===== config.mk =====
export PLATFORM = sky130hd
export DESIGN_NAME = pgperm_rights
export DESIGN_NICKNAME = d
export VERILOG_FILES = /design/src/rtl/pgperm_pkg.sv /design/src/rtl/pgperm_rights.sv
export SDC_FILE = /design/constraint.sdc
export NUM_CORES = 1
export LEC_CHECK = 0
export ABC_CLOCK_PERIOD_IN_PS = 2660
export BUFFER_PORTS_ARGS = -buffer_cell sky130_fd_sc_hd__buf_2
export CAP_MARGIN = 20
export CORE_AREA = 2 2 39 41
export DETAILED_ROUTE_END_ITERATION = 8
export DIE_AREA = 0 0 41 43
export SYNTH_ARGS = -nofsm -noshare
export SYNTH_HDL_FRONTEND = slang
export SYNTH_SLANG_ARGS = --single-unit

===== constraint.sdc =====
create_clock -name vclk -period 2.66
set_clock_uncertainty 0.15 [all_clocks]
set_input_delay 0.399 -clock vclk [all_inputs]
set_output_delay 0.399 -clock vclk [all_outputs]
set_load 0.01 [all_outputs]

===== src/rtl/pgperm_pkg.sv =====
package pgperm_pkg;

  typedef enum logic [1:0] {
    ACC_PROBE = 2'd0,
    ACC_READ  = 2'd1,
    ACC_WRITE = 2'd2,
    ACC_EXEC  = 2'd3
  } acc_kind_e;

  localparam int FAULT_W = 3;

  typedef enum logic [FAULT_W-1:0] {
    FLT_NONE  = 3'd0,
    FLT_MISS  = 3'd1,
    FLT_IPROT = 3'd2,
    FLT_DPROT = 3'd3,
    FLT_REF   = 3'd4,
    FLT_BRK   = 3'd5,
    FLT_DIRTY = 3'd6
  } fault_e;

  typedef struct packed {
    logic r;
    logic w;
    logic x;
  } perm_t;

  localparam perm_t PERM_NONE = '{r: 1'b0, w: 1'b0, x: 1'b0};
  localparam perm_t PERM_ALL  = '{r: 1'b1, w: 1'b1, x: 1'b1};

endpackage


===== src/rtl/pgperm_rights.sv =====
// Type/privilege permission set, before any status-bit stripping.
module pgperm_rights
  import pgperm_pkg::*;
#(
  parameter int PRIV_W = 2,
  parameter int TYPE_W = 3
) (
  input  logic [PRIV_W-1:0] priv_i,
  input  logic [PRIV_W-1:0] rd_bound_i,
  input  logic [PRIV_W-1:0] wr_bound_i,
  input  logic [TYPE_W-1:0] type_i,
  output perm_t             base_o
);

  localparam logic [TYPE_W-1:0] TYPE_LAST_MIXED = TYPE_W'(3);

  logic rd_ok;
  logic wr_ok;
  logic ex_ok;
  logic exec_only;

  always_comb begin
    rd_ok     = (priv_i <= rd_bound_i);
    wr_ok     = (priv_i <= wr_bound_i);
    ex_ok     = (wr_bound_i <= priv_i) && rd_ok;
    exec_only = (type_i > TYPE_LAST_MIXED);

    base_o = PERM_NONE;
    if (exec_only) begin
      base_o.x = ex_ok;
    end else begin
      base_o.r = rd_ok;
      case (type_i[1:0])
        2'd1:    base_o.w = wr_ok;
        2'd2:    base_o.x = ex_ok;
        2'd3: begin
          base_o.w = wr_ok;
          base_o.x = ex_ok;
        end
        default: ;
      endcase
    end
  end

endmodule


* Word level (Yosys, flattened, before mapping)
Index checks and enable logic that the tools add are counted.
** Operators by class
- Magnitude comparators :: 4
- Equal/unequal tests :: 3
- Mux-type cells :: 4
- Reduce and logical (&&, ||, !) cells :: 3
** Operator list (number)
- $le 2x2->1 :: 3
- $eq 2x2->1 const B :: 2
- $reduce_or 2->1 :: 2
- $gt 3x2->1 const B :: 1
- $mux 1 :: 3
- $eq 2x1->1 const B :: 1
- $mux 2 :: 1
- $logic_and 1x1->1 :: 1
** Storage, ports and cells
- Register bits after elaboration :: 0
- Word-level logic and storage cells :: 14

* Logic depth before layout (Yosys ltp)
Gate-level depths: netlist of the first run.
- Depth after elaboration :: 4
- Gate-level depth with buffers :: 5
- Depth with buffers taken out :: 5

* Least setup slack after synthesis of the first run
No wires, ideal clock.
- Path kind :: input to output
- Start :: input rd_bound_i[1]
- End :: output base_o[0] (netlist bit)
- Data arrival time :: 1200 ps
- Path slack :: 911 ps
- Stages on the path :: 5
- Buffers on the path :: 0
- Cell sequence :: inv_1 ha_1 nor2b_4 a2bb2oi_2 nor3_2
** RTL lines
- start, declared :: RTL line pgperm_rights.sv:9 : input logic [PRIV_W-1:0] rd_bound_i,
- end, declared :: RTL line pgperm_rights.sv:12 : output perm_t base_o

==> impl_metrics.yaml, run 1 <==
status:
  outcome: "completed"
logic_synthesis:
  syn-num-nets: 31
  ys_seq_area_frac: 0
  ys_warn_count: 0
  syn_area_um2: 145.1
  yosysTopAreaCell: "ha_1"
  synthTopCellsByArea: "ha_1 34%, a2bb2oi_2 10%, inv_1 10%"
  synth_cells: 18
  avgSynthCellArea_um2: 8.063
  synth.distinct_cells: 11
  synth_top_area_share: 0.3448
floorplanning:
  die_area_um2: 1763
  initial_core_util: 0.1049
  fp.coreArea_um2: 1384
  rows: 14
  die_w_um: 41
  die_h_um: 43
  io_pins: 12
power:
  pwr-share-comb: 1.000
  leakagePower_nw: 0.1318
  internal_power_mw: 0.02244
  clkPwrFrac: 0
  sw_frac_of_total: 0.4415
  p_seq_frac: 0
  power_per_cell_area_nw_per_um2: 178.4
  max-vdd-ir-drop_mv: 0.02540
  p_switching_mw: 0.01774
cts:
  ctsResizeCount: 0
  postCtsSetupBuffers: 0
  cts_hold_buf: 0
global_route:
  grt_pass1_wl_um: 420
  antenna_found_initial: 0
  grt_max_degree: 4
  grt.total_usage: 0.03097
  overflow: 0
  grt_pass1_vias: 130
job:
  cap_violations: 0
cells_and_area:
  fin_nets: 45
  layout_common_cells: "12 x buf_2, 4 x inv_1, 4 x ha_1"
  synthToLayoutAreaGrowth_pct: 55.17
  multi_input_area_um2: 130.1
  num-fill-cells: 167
  clkbuf_count: 0
  design.seq.count: 0
  drive_gt1_frac: 0.5000
  diodes: 0
  seqCellArea_um2: 0
  final_util: 0.1627
  layout_commonest_cell: "buf_2"
setup_path:
  critPathMaxFanout: 2
  crit_path_end: "base_o[0]"
  critPathKind: "in2out"
  critPathArrivalTime_ns: 1.40
  endpoint_kind: "output pin"
  timing.critical_path.from_type: "input port"
  cp.required_ns: 2.11
  crit_start: "priv_i[1]"
sta:
  maxSlewHeadroom: 0.8887
  setup_viol: 0
  fmax_ghz: 0.5142
  grt_setup_unrepaired: "no"
  hold_viol_final: 0
  tightest_slew_ns: 0.1662
  min_period_over_period: 0.7310
  tns_ns: 0
  drv_slew: 0
  period_needed_ns: 1.945
routing:
  wl_um: 281
  viasPerCell: 3.391
  dr_wl_met2_um: 146
  initialDrtViolationCount: 1
  wire_per_inst_um: 6.109
  met1Wirelength_um: 110
  vias: 156
  wl_met3_um: 25
  first_pass_iters: 2
  drc: 0
  top_layer: "met3"
  ant_nets: 0
place:
  place.gp.congestion: 0.5469
  hpwl_um: 285.6
  portBuffers: 12
hold_path:
  hold_class: "in2out"
-- metrics by stage --
step / instance area (µm²) / setup slack, ns / instances / hold WS [ns] / total power, mW
after global routing: 225.2 / 0.6708 / 46 / 0.9490 / 0.04511
after floorplan: 145.1 / 0.9111 / 18 / 0.6955 / 0.02663
final: 225.2 / 0.7154 / 46 / 0.9127 / 0.04018
after detailed placement: 225.2 / 0.7122 / 46 / 0.9142 / 0.04092
after global placement: 225.2 / 0.7071 / 46 / 0.9112 / 0.04052
after CTS: 225.2 / 0.7058 / 46 / 0.9156 / 0.04116
-- logic make-up (layout without fill, tap and decap cells) --
| kind of cell | after synthesis | after routing | share of synthesized area |
|---|---|---|---|
| AOI/OAI and AO/OA | 3 | 3 | 0.1982 |
| buffers and inverters | 4 | 16 | 0.1034 |
| and+or+nand+nor | 7 | 7 | 0.3535 |
| adders and majority gates | 4 | 4 | 0.3448 |
-- how the worst min path moves through the flow --
stage / from / to / slack, ns / cells past startpoint
final: type_i[2] / base_o[2] / 0.91 / 3
after global placement: type_i[2] / base_o[2] / 0.91 / 3
after floorplan: type_i[2] / base_o[2] / 0.70 / 1
after detailed placement: type_i[2] / base_o[2] / 0.91 / 3
after CTS: type_i[2] / base_o[2] / 0.92 / 3
after global routing: type_i[2] / base_o[1] / 0.95 / 3
-- layer usage --
metal	GRT usage	vias to the layer above
met5	0	-
met4	0	0
met2	0.05938	4
met1	0.03797	67
met3	0	0
li1	-	85
-- worst max-delay path: stages --
cell and delay [ns]:
buf_2 0.11, ha_1 0.31, nor2b_4 0.14, a2bb2oi_2 0.14
nor3_2 0.16, buf_2 0.15
-- Yosys cell counts --
| cell type | count |
|---|---|
| nor2b_4 | 1 |
| a2bb2oi_2 | 1 |
| nor3_2 | 1 |
| nand2b_1 | 1 |
| a2bb2oi_1 | 1 |
| ha_1 | 4 |
| nor3b_1 | 1 |
| nor2b_1 | 1 |
| a21oi_1 | 1 |
| nor2_1 | 2 |
| inv_1 | 4 |
-- power by group through the flow --
stage / clock, mW / sequential (mW) / combinational, mW
5_1_grt: 0 / 0 / 0.0451
3_5_place_dp: 0 / 0 / 0.0409
4_1_cts: 0 / 0 / 0.0412
3_3_place_gp: 0 / 0 / 0.0405
2_1_floorplan: 0 / 0 / 0.0266
6_report: 0 / 0 / 0.0402
-- layout make-up --
cell class         instances  area share
multi-input cells         14      0.5778
repair buffers            12      0.2667
well taps                 16     0.08889
inverters                  4     0.06667
No activity file was read; power rests on OpenSTA's default activity.
==> inputs of run 2 (changes only) <==
--- a/config.mk
+++ b/config.mk
@@ -5,7 +5,7 @@
 export SDC_FILE = /design/constraint.sdc
 export NUM_CORES = 1
 export LEC_CHECK = 0
-export ABC_CLOCK_PERIOD_IN_PS = 2660
+export ABC_CLOCK_PERIOD_IN_PS = 1800
 export BUFFER_PORTS_ARGS = -buffer_cell sky130_fd_sc_hd__buf_2
 export CAP_MARGIN = 20
 export CORE_AREA = 2 2 39 41
==> constraint.sdc (replaced) <==
create_clock -name vclk -period 1.8
set_clock_uncertainty 0.15 [all_clocks]
set_input_delay 0.27 -clock vclk [all_inputs]
set_output_delay 0.27 -clock vclk [all_outputs]
set_load 0.01 [all_outputs]
==> run 2 against run 1 <==
  * Power is 49% higher
  * Final cell count stayed put
  * Die area stayed put
  * Setup slack worse by 0.59 ns
  * Largest cell class unchanged
  * Highest routed layer unchanged
==> impl_metrics.yaml, run 2 (synthesis results as in run 1) <==
power:
  power_per_cell_area_nw_per_um2: 265.3
  power_mw: 0.05974
  leakagePower_nw: 0.1318
  max-vdd-ir-drop_mv: 0.04776
routing:
  wl_um: 301
  initialDrtViolationCount: 0
  drc: 0
  ant_nets: 0
  first_pass_iters: 1
  wire_per_inst_um: 6.543
  vias: 158
  viasPerCell: 3.435
place:
  pre_cts_slack_ns: 0.1209
  dp.cells: 46
  portBuffers: 12
  place.gp.congestion: 0.5301
  hpwl_um: 292.7
  placed_area_um2: 225.2
cells_and_area:
  design.seq.count: 0
  layout_common_cells: "12 x buf_2, 4 x inv_1, 4 x ha_1"
  layout.cells.non_filler: 46
  layout_commonest_cell: "buf_2"
  drive_gt1_frac: 0.5000
  fin_nets: 45
  seqCellArea_um2: 0
  synthToLayoutAreaGrowth_pct: 55.17
  fin_area_um2: 225.2
  final_util: 0.1627
  diodes: 0
  num-fill-cells: 165
  clkbuf_count: 0
setup_path:
  cp.required_ns: 1.38
  critPathMaxStageDelay_ns: 0.31
  cp_slowest_cell: "ha_1"
  endpoint_kind: "output pin"
  critPathArrivalTime_ns: 1.25
  timing.critical_path.from_type: "input port"
  critPathMaxFanout: 2
  critPathMostFrequentCell: "buf_2"
  critPathKind: "in2out"
  cp_cell_sequence: "buf_2 > ha_1 > nor2b_4 > a2bb2oi_2 > nor3_2 > buf_2"
floorplanning:
  die_w_um: 41
  die_h_um: 43
  initial_core_util: 0.1049
  io_pins: 12
  fp.coreArea_um2: 1384
  die_area_um2: 1763
  rows: 14
sta:
  tns_ns: 0
  hold_viol_final: 0
  drv_slew: 0
  maxSlewHeadroom: 0.8862
  worst_hold_slack_ns: 0.6565
  tightest_slew_ns: 0.1701
  fmax_ghz: 0.5971
  setup_viol: 0
  min_period_over_period: 0.9305
  grt_setup_unrepaired: "no"
  period_needed_ns: 1.675
  fin_ws_ns: 0.1251
global_route:
  grt_pass1_vias: 142
  grt_max_degree: 4
  grt_pass1_wl_um: 462
  overflow: 0
  antenna_found_initial: 0
  grt.total_usage: 0.03397
cts:
  ctsResizeCount: 0
  cts_hold_buf: 0
  postCtsSetupBuffers: 0
hold_path:
  hold_class: "in2out"
job:
  cap_violations: 0
status:
  outcome: "completed"
==> run 2: cell counts in the layout (fill, tap and decap cells not counted) <==
No cell type changed its count.
==> run 2: where the power goes <==
group	internal (mW)	total, mW	leakage, nW	switching [mW]
clock	0	0	0	0
combinational	0.0332	0.0597	0.132	0.0265
sequential	0	0	0	0
total	0.0332	0.0597	0.132	0.0265
==> run 2: critical path: cells and delay by family <==
| family | cells | cell delay (ns) |
|---|---|---|
| fa+ha+maj | 1 | 0.31 |
| buf+inv | 2 | 0.25 |
| compound gates | 1 | 0.13 |
| simple gates | 2 | 0.29 |
==> run 2: path summary, 6_finish.rpt <==
| kind | slack (ns) | cells after the start | end | start |
|---|---|---|---|---|
| min | 0.66 | 3 | base_o[2] | type_i[2] |
| max | 0.13 | 6 | base_o[0] | priv_i[1] |
==> run 2: per-layer routing <==
metal | global-route usage | up-vias | wire length (µm) | part of all wire
met5 | 0 | - | 0 | 0
met4 | 0 | 0 | 0 | 0
met3 | 0 | 0 | 19 | 0.063
met2 | 0.07188 | 4 | 155 | 0.51
met1 | 0.03481 | 67 | 126 | 0.42
li1 | - | 87 | - | -
==> run 2: layout make-up <==
| cell class | instances | area (µm²) | share of cell area |
|---|---|---|---|
| tap | 16 | 20.02 | 0.08889 |
| inverter | 4 | 15.01 | 0.06667 |
| multi-input combinational | 14 | 130.1 | 0.5778 |
| timing repair buffer | 12 | 60.06 | 0.2667 |
